File: config.mk
export PLATFORM = sky130hd
export DESIGN_NAME = i2cm_regif
export DESIGN_NICKNAME = d
export VERILOG_FILES = /design/src/rtl/i2cm_regif_pkg.sv /design/src/rtl/i2cm_sticky_flags.sv /design/src/rtl/i2cm_rst_seq.sv /design/src/rtl/i2cm_irq_merge.sv /design/src/rtl/i2cm_regif.sv
export SDC_FILE = /design/constraint.sdc
export NUM_CORES = 1
export LEC_CHECK = 0
export BUFFER_PORTS_ARGS = -buffer_cell sky130_fd_sc_hd__buf_2
export CORE_ASPECT_RATIO = 2
export CORE_MARGIN = 10
export CORE_UTILIZATION = 42
export DETAILED_ROUTE_END_ITERATION = 8
export PLACE_DENSITY_LB_ADDON = 0.05
export REMOVE_ABC_BUFFERS = 1
export SETUP_SLACK_MARGIN = 0.15
export SYNTH_ARGS = -nofsm -noshare
export SYNTH_HDL_FRONTEND = slang
export SYNTH_SLANG_ARGS = --single-unit
File: constraint.sdc
create_clock -name clk -period 1.4 [get_ports clk]
set_input_delay 0.14 -clock clk [delete_from_list [all_inputs] [get_ports clk]]
set_output_delay 0.14 -clock clk [all_outputs]
set_load 0.03 [all_outputs]
File: src/rtl/i2cm_regif_pkg.sv
package i2cm_regif_pkg;
    localparam int DIV_W   = 10;
    localparam int OWN_W   = 7;
    localparam int TXW_W   = 10;
    localparam int RXW_W   = 8;
    localparam int NUM_SRC = 8;
    localparam int NUM_FLG = 2;

    // word indices of the register map
    localparam int IDX_DATA = 0;
    localparam int IDX_STAT = 1;
    localparam int IDX_CTRL = 2;
    localparam int IDX_DLO  = 3;
    localparam int IDX_DHI  = 4;
    localparam int IDX_OWN  = 5;
    localparam int IDX_RXL  = 6;
    localparam int IDX_TXL  = 7;

    localparam int CTRL_RST_BIT  = 8;
    localparam int CTRL_BUFM_BIT = 10;

    typedef struct packed {
        logic [NUM_SRC-1:0] ien;
        logic               bufm;
        logic [DIV_W-1:0]   dlo;
        logic [DIV_W-1:0]   dhi;
        logic [OWN_W-1:0]   own;
    } cfg_t;
endpackage

File: src/rtl/i2cm_sticky_flags.sv
module i2cm_sticky_flags #(
    parameter int N = 2
) (
    input  logic         clk,
    input  logic         rst_n,
    input  logic         flush,
    input  logic [N-1:0] set,
    input  logic [N-1:0] clr,
    output logic [N-1:0] flag
);
    logic [N-1:0] flag_d, flag_q;

    for (genvar i = 0; i < N; i++) begin : g_bit
        // set beats clear; flush beats both
        always_comb begin
            if (flush)
                flag_d[i] = 1'b0;
            else
                flag_d[i] = set[i] | (flag_q[i] & ~clr[i]);
        end
    end

    always_ff @(posedge clk or negedge rst_n) begin
        if (!rst_n) flag_q <= '0;
        else        flag_q <= flag_d;
    end

    assign flag = flag_q;
endmodule

File: src/rtl/i2cm_rst_seq.sv
module i2cm_rst_seq #(
    parameter int CYC = 4
) (
    input  logic clk,
    input  logic rst_n,
    input  logic start,
    output logic busy
);
    localparam int CNT_W = $clog2(CYC + 1);

    logic [CNT_W-1:0] cnt_d, cnt_q;

    always_comb begin
        cnt_d = cnt_q;
        if (start)
            cnt_d = CNT_W'(CYC);
        else if (cnt_q != '0)
            cnt_d = cnt_q - CNT_W'(1);
    end

    always_ff @(posedge clk or negedge rst_n) begin
        if (!rst_n) cnt_q <= '0;
        else        cnt_q <= cnt_d;
    end

    assign busy = (cnt_q != '0);
endmodule

File: src/rtl/i2cm_irq_merge.sv
module i2cm_irq_merge #(
    parameter int N = 8
) (
    input  logic [N-1:0] src,
    input  logic [N-1:0] en,
    output logic         irq
);
    logic [N-1:0] hit;

    for (genvar i = 0; i < N; i++) begin : g_src
        assign hit[i] = src[i] & en[i];
    end

    assign irq = |hit;
endmodule

File: src/rtl/i2cm_regif.sv
module i2cm_regif
    import i2cm_regif_pkg::*;
#(
    parameter int ADDR_W     = 6,
    parameter int DATA_W     = 32,
    parameter int LVL_W      = 4,
    parameter int RST_CYCLES = 4
) (
    input  logic              clk,
    input  logic              rst_n,
    input  logic              bus_sel,
    input  logic              bus_we,
    input  logic [ADDR_W-1:0] bus_addr,
    input  logic [DATA_W-1:0] bus_wdata,
    output logic [DATA_W-1:0] bus_rdata,
    output logic              tx_push,
    output logic [TXW_W-1:0]  tx_data,
    input  logic              tx_full,
    input  logic              tx_empty,
    input  logic [LVL_W-1:0]  tx_level,
    output logic              rx_pop,
    input  logic [RXW_W-1:0]  rx_data,
    input  logic              rx_full,
    input  logic              rx_empty,
    input  logic [LVL_W-1:0]  rx_level,
    output logic              fifo_flush,
    input  logic              ev_done,
    input  logic              ev_arb_lost,
    input  logic              nack_in,
    input  logic              drmi_in,
    input  logic              slv_req_in,
    input  logic              bus_active,
    input  logic              scl_in,
    input  logic              sda_in,
    output logic [DIV_W-1:0]  scl_lo_div,
    output logic [DIV_W-1:0]  scl_hi_div,
    output logic [OWN_W-1:0]  own_addr,
    output logic              buf_mode,
    output logic              irq
);
    localparam int WIDX_W = ADDR_W - 2;
    localparam int STAT_W = 12;
    localparam int CTRL_W = CTRL_BUFM_BIT + 1;

    localparam logic [WIDX_W-1:0] W_DATA = WIDX_W'(IDX_DATA);
    localparam logic [WIDX_W-1:0] W_STAT = WIDX_W'(IDX_STAT);
    localparam logic [WIDX_W-1:0] W_CTRL = WIDX_W'(IDX_CTRL);
    localparam logic [WIDX_W-1:0] W_DLO  = WIDX_W'(IDX_DLO);
    localparam logic [WIDX_W-1:0] W_DHI  = WIDX_W'(IDX_DHI);
    localparam logic [WIDX_W-1:0] W_OWN  = WIDX_W'(IDX_OWN);
    localparam logic [WIDX_W-1:0] W_RXL  = WIDX_W'(IDX_RXL);
    localparam logic [WIDX_W-1:0] W_TXL  = WIDX_W'(IDX_TXL);

    logic [WIDX_W-1:0]  widx;
    logic               wr_en, rd_en;
    cfg_t               cfg_d, cfg_q;
    logic               rst_start, rst_busy;
    logic [NUM_FLG-1:0] flag_set, flag_clr, flags_q;
    logic [STAT_W-1:0]  stat_word;
    logic [CTRL_W-1:0]  ctrl_word;
    logic [NUM_SRC-1:0] irq_src;
    logic               unused_bits;

    assign widx  = bus_addr[ADDR_W-1:2];
    assign wr_en = bus_sel & bus_we;
    assign rd_en = bus_sel & ~bus_we;
    assign unused_bits = ^{bus_addr[1:0], bus_wdata[DATA_W-1:CTRL_W]};

    // configuration registers: next-state logic
    always_comb begin
        cfg_d = cfg_q;
        if (wr_en) begin
            case (widx)
                W_CTRL: begin
                    cfg_d.ien  = bus_wdata[NUM_SRC-1:0];
                    cfg_d.bufm = bus_wdata[CTRL_BUFM_BIT];
                end
                W_DLO:   cfg_d.dlo = bus_wdata[DIV_W-1:0];
                W_DHI:   cfg_d.dhi = bus_wdata[DIV_W-1:0];
                W_OWN:   cfg_d.own = bus_wdata[OWN_W-1:0];
                default: ;
            endcase
        end
    end

    always_ff @(posedge clk or negedge rst_n) begin
        if (!rst_n) cfg_q <= '0;
        else        cfg_q <= cfg_d;
    end

    // soft reset sequencer
    assign rst_start = wr_en && (widx == W_CTRL) && bus_wdata[CTRL_RST_BIT];

    i2cm_rst_seq #(.CYC(RST_CYCLES)) u_rst (
        .clk   (clk),
        .rst_n (rst_n),
        .start (rst_start),
        .busy  (rst_busy)
    );

    // sticky event flags, bit0 done, bit1 arbitration lost
    assign flag_set = {ev_arb_lost, ev_done};
    assign flag_clr = (wr_en && (widx == W_STAT)) ? bus_wdata[NUM_FLG-1:0] : '0;

    i2cm_sticky_flags #(.N(NUM_FLG)) u_flags (
        .clk   (clk),
        .rst_n (rst_n),
        .flush (rst_busy),
        .set   (flag_set),
        .clr   (flag_clr),
        .flag  (flags_q)
    );

    // interrupt merge
    assign irq_src = {tx_full, ~rx_empty, rx_full, slv_req_in,
                      drmi_in, nack_in, flags_q[1], flags_q[0]};

    i2cm_irq_merge #(.N(NUM_SRC)) u_irq (
        .src (irq_src),
        .en  (cfg_q.ien),
        .irq (irq)
    );

    // read path
    assign stat_word = {tx_empty, tx_full, rx_empty, rx_full,
                        sda_in, scl_in, bus_active, 1'b0,
                        drmi_in, nack_in, flags_q[1], flags_q[0]};
    assign ctrl_word = {cfg_q.bufm, 1'b0, rst_busy, cfg_q.ien};

    always_comb begin
        bus_rdata = '0;
        if (rd_en) begin
            case (widx)
                W_DATA:  bus_rdata = DATA_W'(rx_data);
                W_STAT:  bus_rdata = DATA_W'(stat_word);
                W_CTRL:  bus_rdata = DATA_W'(ctrl_word);
                W_DLO:   bus_rdata = DATA_W'(cfg_q.dlo);
                W_DHI:   bus_rdata = DATA_W'(cfg_q.dhi);
                W_OWN:   bus_rdata = DATA_W'(cfg_q.own);
                W_RXL:   bus_rdata = DATA_W'(rx_level);
                W_TXL:   bus_rdata = DATA_W'(tx_level);
                default: bus_rdata = '0;
            endcase
        end
    end

    // FIFO strobes
    assign tx_push = wr_en && (widx == W_DATA) && !tx_full  && !rst_busy;
    assign rx_pop  = rd_en && (widx == W_DATA) && !rx_empty && !rst_busy;
    assign tx_data = bus_wdata[TXW_W-1:0];

    assign fifo_flush = rst_busy;
    assign scl_lo_div = cfg_q.dlo;
    assign scl_hi_div = cfg_q.dhi;
    assign own_addr   = cfg_q.own;
    assign buf_mode   = cfg_q.bufm;
endmodule

==> flow_summary.toml, run 1 <==
[routing]
vias = 2472
ant_nets = 0
routed_wl_um = 9480
wire_per_inst_um = 19.3
dr.pass1.iters = 4
drc = 0
viasPerCell = 5.04
drt-initial-drc-count = 98

[worst_hold_path]
min_from = "bus_wdata[10]"
min_delay_path_depth = 2
min_to = "buf_mode"
min_path_type = "input pin to register"

[clock_tree]
h-tree-depth = 2
cts_root_buf = "clkbuf_16"
cts_sinks = 41
cts_tree = "yes"
cts.clk_slew.worst_paths_ns = 0.06
clock_path_buffers = 2
numCtsBuffers = 5
clkLatencyLatePin_ns = 0.28

[power]
pwr-share-seq_pct = 32.6
power.density_nw_per_um2 = 1240
internal_power_w = 0.00325
p_sw_share_pct = 36.0
peakVddDrop_mv = 0.904
pwr-share-comb_pct = 45.4
leakage_nw = 2.09
p_clk_share_pct = 22.1
totalPowerFinal_w = 0.00508
power_switching_w = 0.00183

[grt]
antenna_found_initial = 0
grt_usage_pct = 17.1
grt_pass1_vias = 2686
grt_max_degree = 18
overflow = 0
grt_pass1_wl_um = 14500

[sta]
setup_violations = 13
max_freq_ghz = 0.562
setup_tns_ns = -2.87
finalHoldViolCount = 0
setup_ws_ns = -0.378
fin_crit_sh_pct = 127
rsz0062_at_grt = "yes"
drv_slew = 0
min_period_ns = 1.78
whs_ns = 0.0855
finClkSkew_ns = 0.00122

[worst_setup_path]
slowest_stage = "dfrtp_1"
critPathLaunchType = "register"
cp.arrival_ns = 1.64
max_stage_delay_ns = 0.39
critPathKind = "register to output pin"
cp.required_ns = 1.26
r2r-start = "u_rst.cnt_q[1]"
cpLargestDelayFamily = "compound AO/OA/AOI/OAI gates"
regToRegEndpoint = "u_rst.cnt_q[2]"
cp_cell_sequence = "mux2_2 > a222oi_1 > a31oi_1 > buf_4"
reg2reg_slack_ns = 0.16
critPathMaxFanout = 2
endpoint_kind = "output pin"
crit_buf_inv = 1
ff2ff_path_depth = 7

[place]
portBuffers = 100
place.gp.congestion = 0.823
dp.cells = 463
dp_hpwl_um = 7410

[layout]
fin_nets = 473
n_fill_cell = 609
multi_input_comb_area_sq_um = 1590
final_cell_count_no_fill = 490
diodes = 0
drive_gt1_share_pct = 62.4
area_growth_pct = 41.4
seqCellArea_sq_um = 1030

[floorplanning]
start_util_pct = 43.4
dieArea_sq_um = 10800
die_y_um = 137
rows = 42
ios = 144
core_sq_um = 6670
die_w_um = 78.7

[synthesis]
yosysUniqueCellTypes = 42
yosys-top-cells-area = "dfrtp_1, mux2_2, buf_4, and3b_1, o21ai_0"
syn-cell-area_sq_um = 2900
yosysMostFrequentCell = "buf_4"
synth_area_leader_cell = "dfrtp_1"
synthCells = 277
syn_avg_cell_area_sq_um = 10.5
synthTopCellsByCount = "buf_4, mux2_2, dfrtp_1, and3b_1, o21ai_0"
ys.flop_type = "dfrtp_1"
async_reset_ff_share_pct = 100
ys_warn_count = 0
netlist.area_leader.share_pct = 35.4
ys_seq_elements = 41
ys_seq_area_share_pct = 35.4
synth-edff-count = 0

[run_status]
status = "finished with violations"
failed_checks = "setup timing"

[run]
cap_violations = 0
-- cells by family (layout without fill, tap and decap cells) --
kind of cell | Yosys count | count (layout) | share of synthesized area, %
flip-flops | 41 | 41 | 35.4
buffers and inverters | 82 | 188 | 19.0
other | 1 | 20 | 0.129
adder cells (fa/ha/maj) | 2 | 2 | 0.863
AND/OR/NAND/NOR | 62 | 62 | 16.8
AO/OA/AOI/OAI | 43 | 43 | 9.63
XOR/XNOR | 1 | 1 | 0.302
multiplexers | 45 | 45 | 17.8
-- layer usage --
metal,vias to the layer above,track usage (%),share of wire [%]
met5,-,0,0
met3,10,4.77,5.8
met2,75,32.1,55
li1,1175,-,-
met4,0,5.91,1.7
met1,1212,17.4,38
-- cells in the final DEF (no fill, tap or decap), types with 3 or more instances in the layout --
| cell | Yosys | layout |
|---|---|---|
| inv_2 | 0 | 3 |
| mux2_2 | 43 | 32 |
| buf_6 | 2 | 19 |
| nor2_1 | 4 | 3 |
| conb_1 | 1 | 20 |
| a31oi_1 | 5 | 5 |
| nor4b_4 | 2 | 3 |
| and3b_1 | 17 | 17 |
| mux2_4 | 0 | 11 |
| a222oi_1 | 4 | 4 |
| o21ai_0 | 14 | 13 |
| a22oi_2 | 0 | 3 |
| nand2_1 | 4 | 3 |
| buf_4 | 60 | 69 |
| nand2b_4 | 1 | 3 |
| inv_1 | 9 | 6 |
| a21oi_1 | 9 | 7 |
| clkbuf_16 | 0 | 5 |
| dfrtp_1 | 41 | 41 |
| buf_2 | 3 | 78 |
| and3_1 | 8 | 7 |
| nor3b_1 | 6 | 6 |
-- how the worst max path moves through the flow --
stage / endpoint / depth (start not counted) / startpoint / slack [ns]
2_1_floorplan: rx_pop / 5 / u_rst.cnt_q[0] / -0.93
3_3_place_gp: scl_hi_div[6] / 5 / bus_addr[3] / -0.30
3_5_place_dp: scl_hi_div[4] / 5 / bus_addr[3] / -0.31
4_1_cts: bus_rdata[3] / 4 / own_addr[3] / -0.37
5_1_grt: bus_rdata[1] / 4 / own_addr[1] / -0.41
6_report: bus_rdata[3] / 4 / own_addr[3] / -0.38
-- metrics by stage --
stage                     setup WS, ns  area, sq um  utilization, %
after detailed placement        -0.311         3450            51.7
after global routing            -0.415         4100            61.4
final                           -0.378         4100            61.4
after floorplan                 -0.933         2450               -
after CTS                       -0.366         3800            56.9
after global placement          -0.302         3450            51.7
-- power groups by stage --
stage	Combinational [W]	Clock, W	Sequential (W)
2_1_floorplan	0.000656	0	0.00194
3_3_place_gp	0.00171	0	0.00166
3_5_place_dp	0.00173	0	0.00167
4_1_cts	0.00198	0.00115	0.00165
5_1_grt	0.00246	0.00119	0.00169
6_report	0.00230	0.00112	0.00165
-- sequential cells by signal, indices dropped and copies added, names as in the netlist --
name and cells:
u_flags.flag 2, u_rst.cnt_q 3, scl_lo_div 10, buf_mode 1
own_addr 7, cfg_q 8, scl_hi_div 10
-- cell type report --
cell class | instances | share of cell area, %
Timing Repair Buffer | 171 | 29.2
Clock inverter | 2 | 0.244
Sequential cell | 41 | 25.0
Clock buffer | 6 | 3.15
Multi-Input combinational cell | 173 | 38.9
Tap cell | 88 | 2.69
Inverter | 9 | 0.824
-- what timing repair did --
item | CTS | global route
pin swaps | 14 | 13
hold endpoints to repair | 15 | 0
endpoints found under the setup margin | 54 | 54
setup buffers | 6 | 12
gates resized for setup | 39 | 59
hold buffers | 1 | 0
No activity file was read; power rests on OpenSTA's default activity.
==> run 2, diff against run 1 <==
- CORE_ASPECT_RATIO: 2 -> 0.8
==> run 2 against run 1 <==
Effect of this change:
- the flow still finishes with violations (setup timing)
- worst hold slack worse by 0.0023 ns
- flip-flop and latch count stayed put
- critical path depth stayed put
- die area is 1.7% lower
- sequential share of layout area is 0.27 points higher
- fmax is 0.18% higher
- worst setup slack better by 0.0031 ns
- wire length is 2.8% lower
- cell count is 1.2% lower
- power is 3.2% lower
- core utilization is 0.60 points higher
- largest power group unchanged
==> flow_summary.toml, run 2 (same netlist as run 1, synthesis figures left out) <==
[worst_setup_path]
cp.arrival_ns = 1.63
cp_cell_sequence = "mux2_2 > a222oi_1 > a31oi_1 > buf_4"
max_stage_delay_ns = 0.38
critPathMaxFanout = 2
cpLargestDelayFamily = "compound AO/OA/AOI/OAI gates"
slowest_stage = "dfrtp_1"
crit_buf_inv = 1
critPathKind = "register to output pin"
cp.required_ns = 1.26
endpoint_kind = "output pin"
critPathLaunchType = "register"

[clock_tree]
clkLatencyLatePin_ns = 0.29
clock_path_buffers = 2
cts.clk_slew.worst_paths_ns = 0.08
cts_root_buf = "clkbuf_8"
cts_sinks = 41
cts_tree = "yes"
h-tree-depth = 2
numCtsBuffers = 5

[routing]
routed_wl_um = 9210
drc = 0
ant_nets = 0
drt-initial-drc-count = 116
dr.pass1.iters = 4
viasPerCell = 5.12
wire_per_inst_um = 19.0
vias = 2479

[layout]
design_area_sq_um = 4050
diodes = 0
final_util_pct = 62.0
area_growth_pct = 39.9
n_fill_cell = 561
fin_nets = 471
final_cell_mix = "buf_2, buf_4, dfrtp_1"
drive_gt1_share_pct = 64.0
final_cell_count_no_fill = 484
final_common_cell = "buf_2"

[sta]
drv_slew = 0
setup_ws_ns = -0.375
fin_crit_sh_pct = 127
setup_violations = 13
finClkSkew_ns = 0.000367
min_period_ns = 1.77
max_freq_ghz = 0.563
finalHoldViolCount = 0
setup_tns_ns = -2.93
rsz0062_at_grt = "yes"

[place]
place.gp.congestion = 0.811
dp_hpwl_um = 7030
dp.cells = 459
portBuffers = 100
place_area_sq_um = 3470

[grt]
overflow = 0
grt_usage_pct = 16.6
antenna_found_initial = 0
grt_max_degree = 42
grt_pass1_vias = 2661
grt_pass1_wl_um = 14400

[floorplanning]
rows = 26
die_w_um = 113
core_sq_um = 6540
die_y_um = 94.3
ios = 144
start_util_pct = 44.3
dieArea_sq_um = 10600

[run_status]
status = "finished with violations"
failed_checks = "setup timing"

[power]
leakage_nw = 2.08
power.density_nw_per_um2 = 1210
peakVddDrop_mv = 0.630
totalPowerFinal_w = 0.00492

[run]
cap_violations = 0

[worst_hold_path]
min_path_type = "input pin to register"
run 2: worst paths after layout:
path / slack (ns) / startpoint / end / cells past startpoint
worst max-delay path: -0.37 / own_addr[2] / bus_rdata[2] / 4
worst min-delay path: 0.08 / bus_wdata[10] / buf_mode / 2
worst max register to register: 0.05 / u_rst.cnt_q[1] / u_rst.cnt_q[1] / 7
worst min register to register: 0.54 / own_addr[4] / own_addr[4] / 1
max in group asynchronous: 0.84 / rst_n / cfg_q[29] / 3
min in group asynchronous: 0.36 / rst_n / scl_lo_div[7] / 3
run 2: final cells by class:
class | instances | area, sq um | area share, %
Multi-Input combinational cell | 173 | 1580 | 39.1
Inverter | 9 | 33.8 | 0.833
Clock buffer | 7 | 96.3 | 2.38
Timing Repair Buffer | 169 | 1200 | 29.7
Sequential cell | 41 | 1030 | 25.3
Tap cell | 84 | 105 | 2.59
Clock inverter | 1 | 5.00 | 0.123
run 2: timing repair:
action                                  CTS  global route
resized for setup                        50            43
buffers inserted                         11             5
hold endpoints to repair                 41             0
pin swaps                                15            13
hold buffers                              1             0
endpoints found under the setup margin   47            57
run 2: per-stage QoR:
stage / hold WS, ns / worst slack [ns]
final: 0.0832 / -0.375
after global routing: 0.0832 / -0.451
after CTS: 0.0766 / -0.361
after detailed placement: 0.133 / -0.265
after global placement: 0.133 / -0.223
after floorplan: -0.156 / -0.933
run 2: where the power goes:
part	switching [W]	internal, W
registers	0.000205	0.00145
logic	0.00120	0.00120
clock network	0.000414	0.000446
total	0.00182	0.00310
run 2: metal layers:
metal  part of all wire [%]  vias up  GRT usage [%]
met4                   0.46        0           2.64
li1                       -     1168              -
met1                     45     1212           22.3
met5                      0        -              0
met3                    8.9        4           6.07
met2                     45       95           25.2
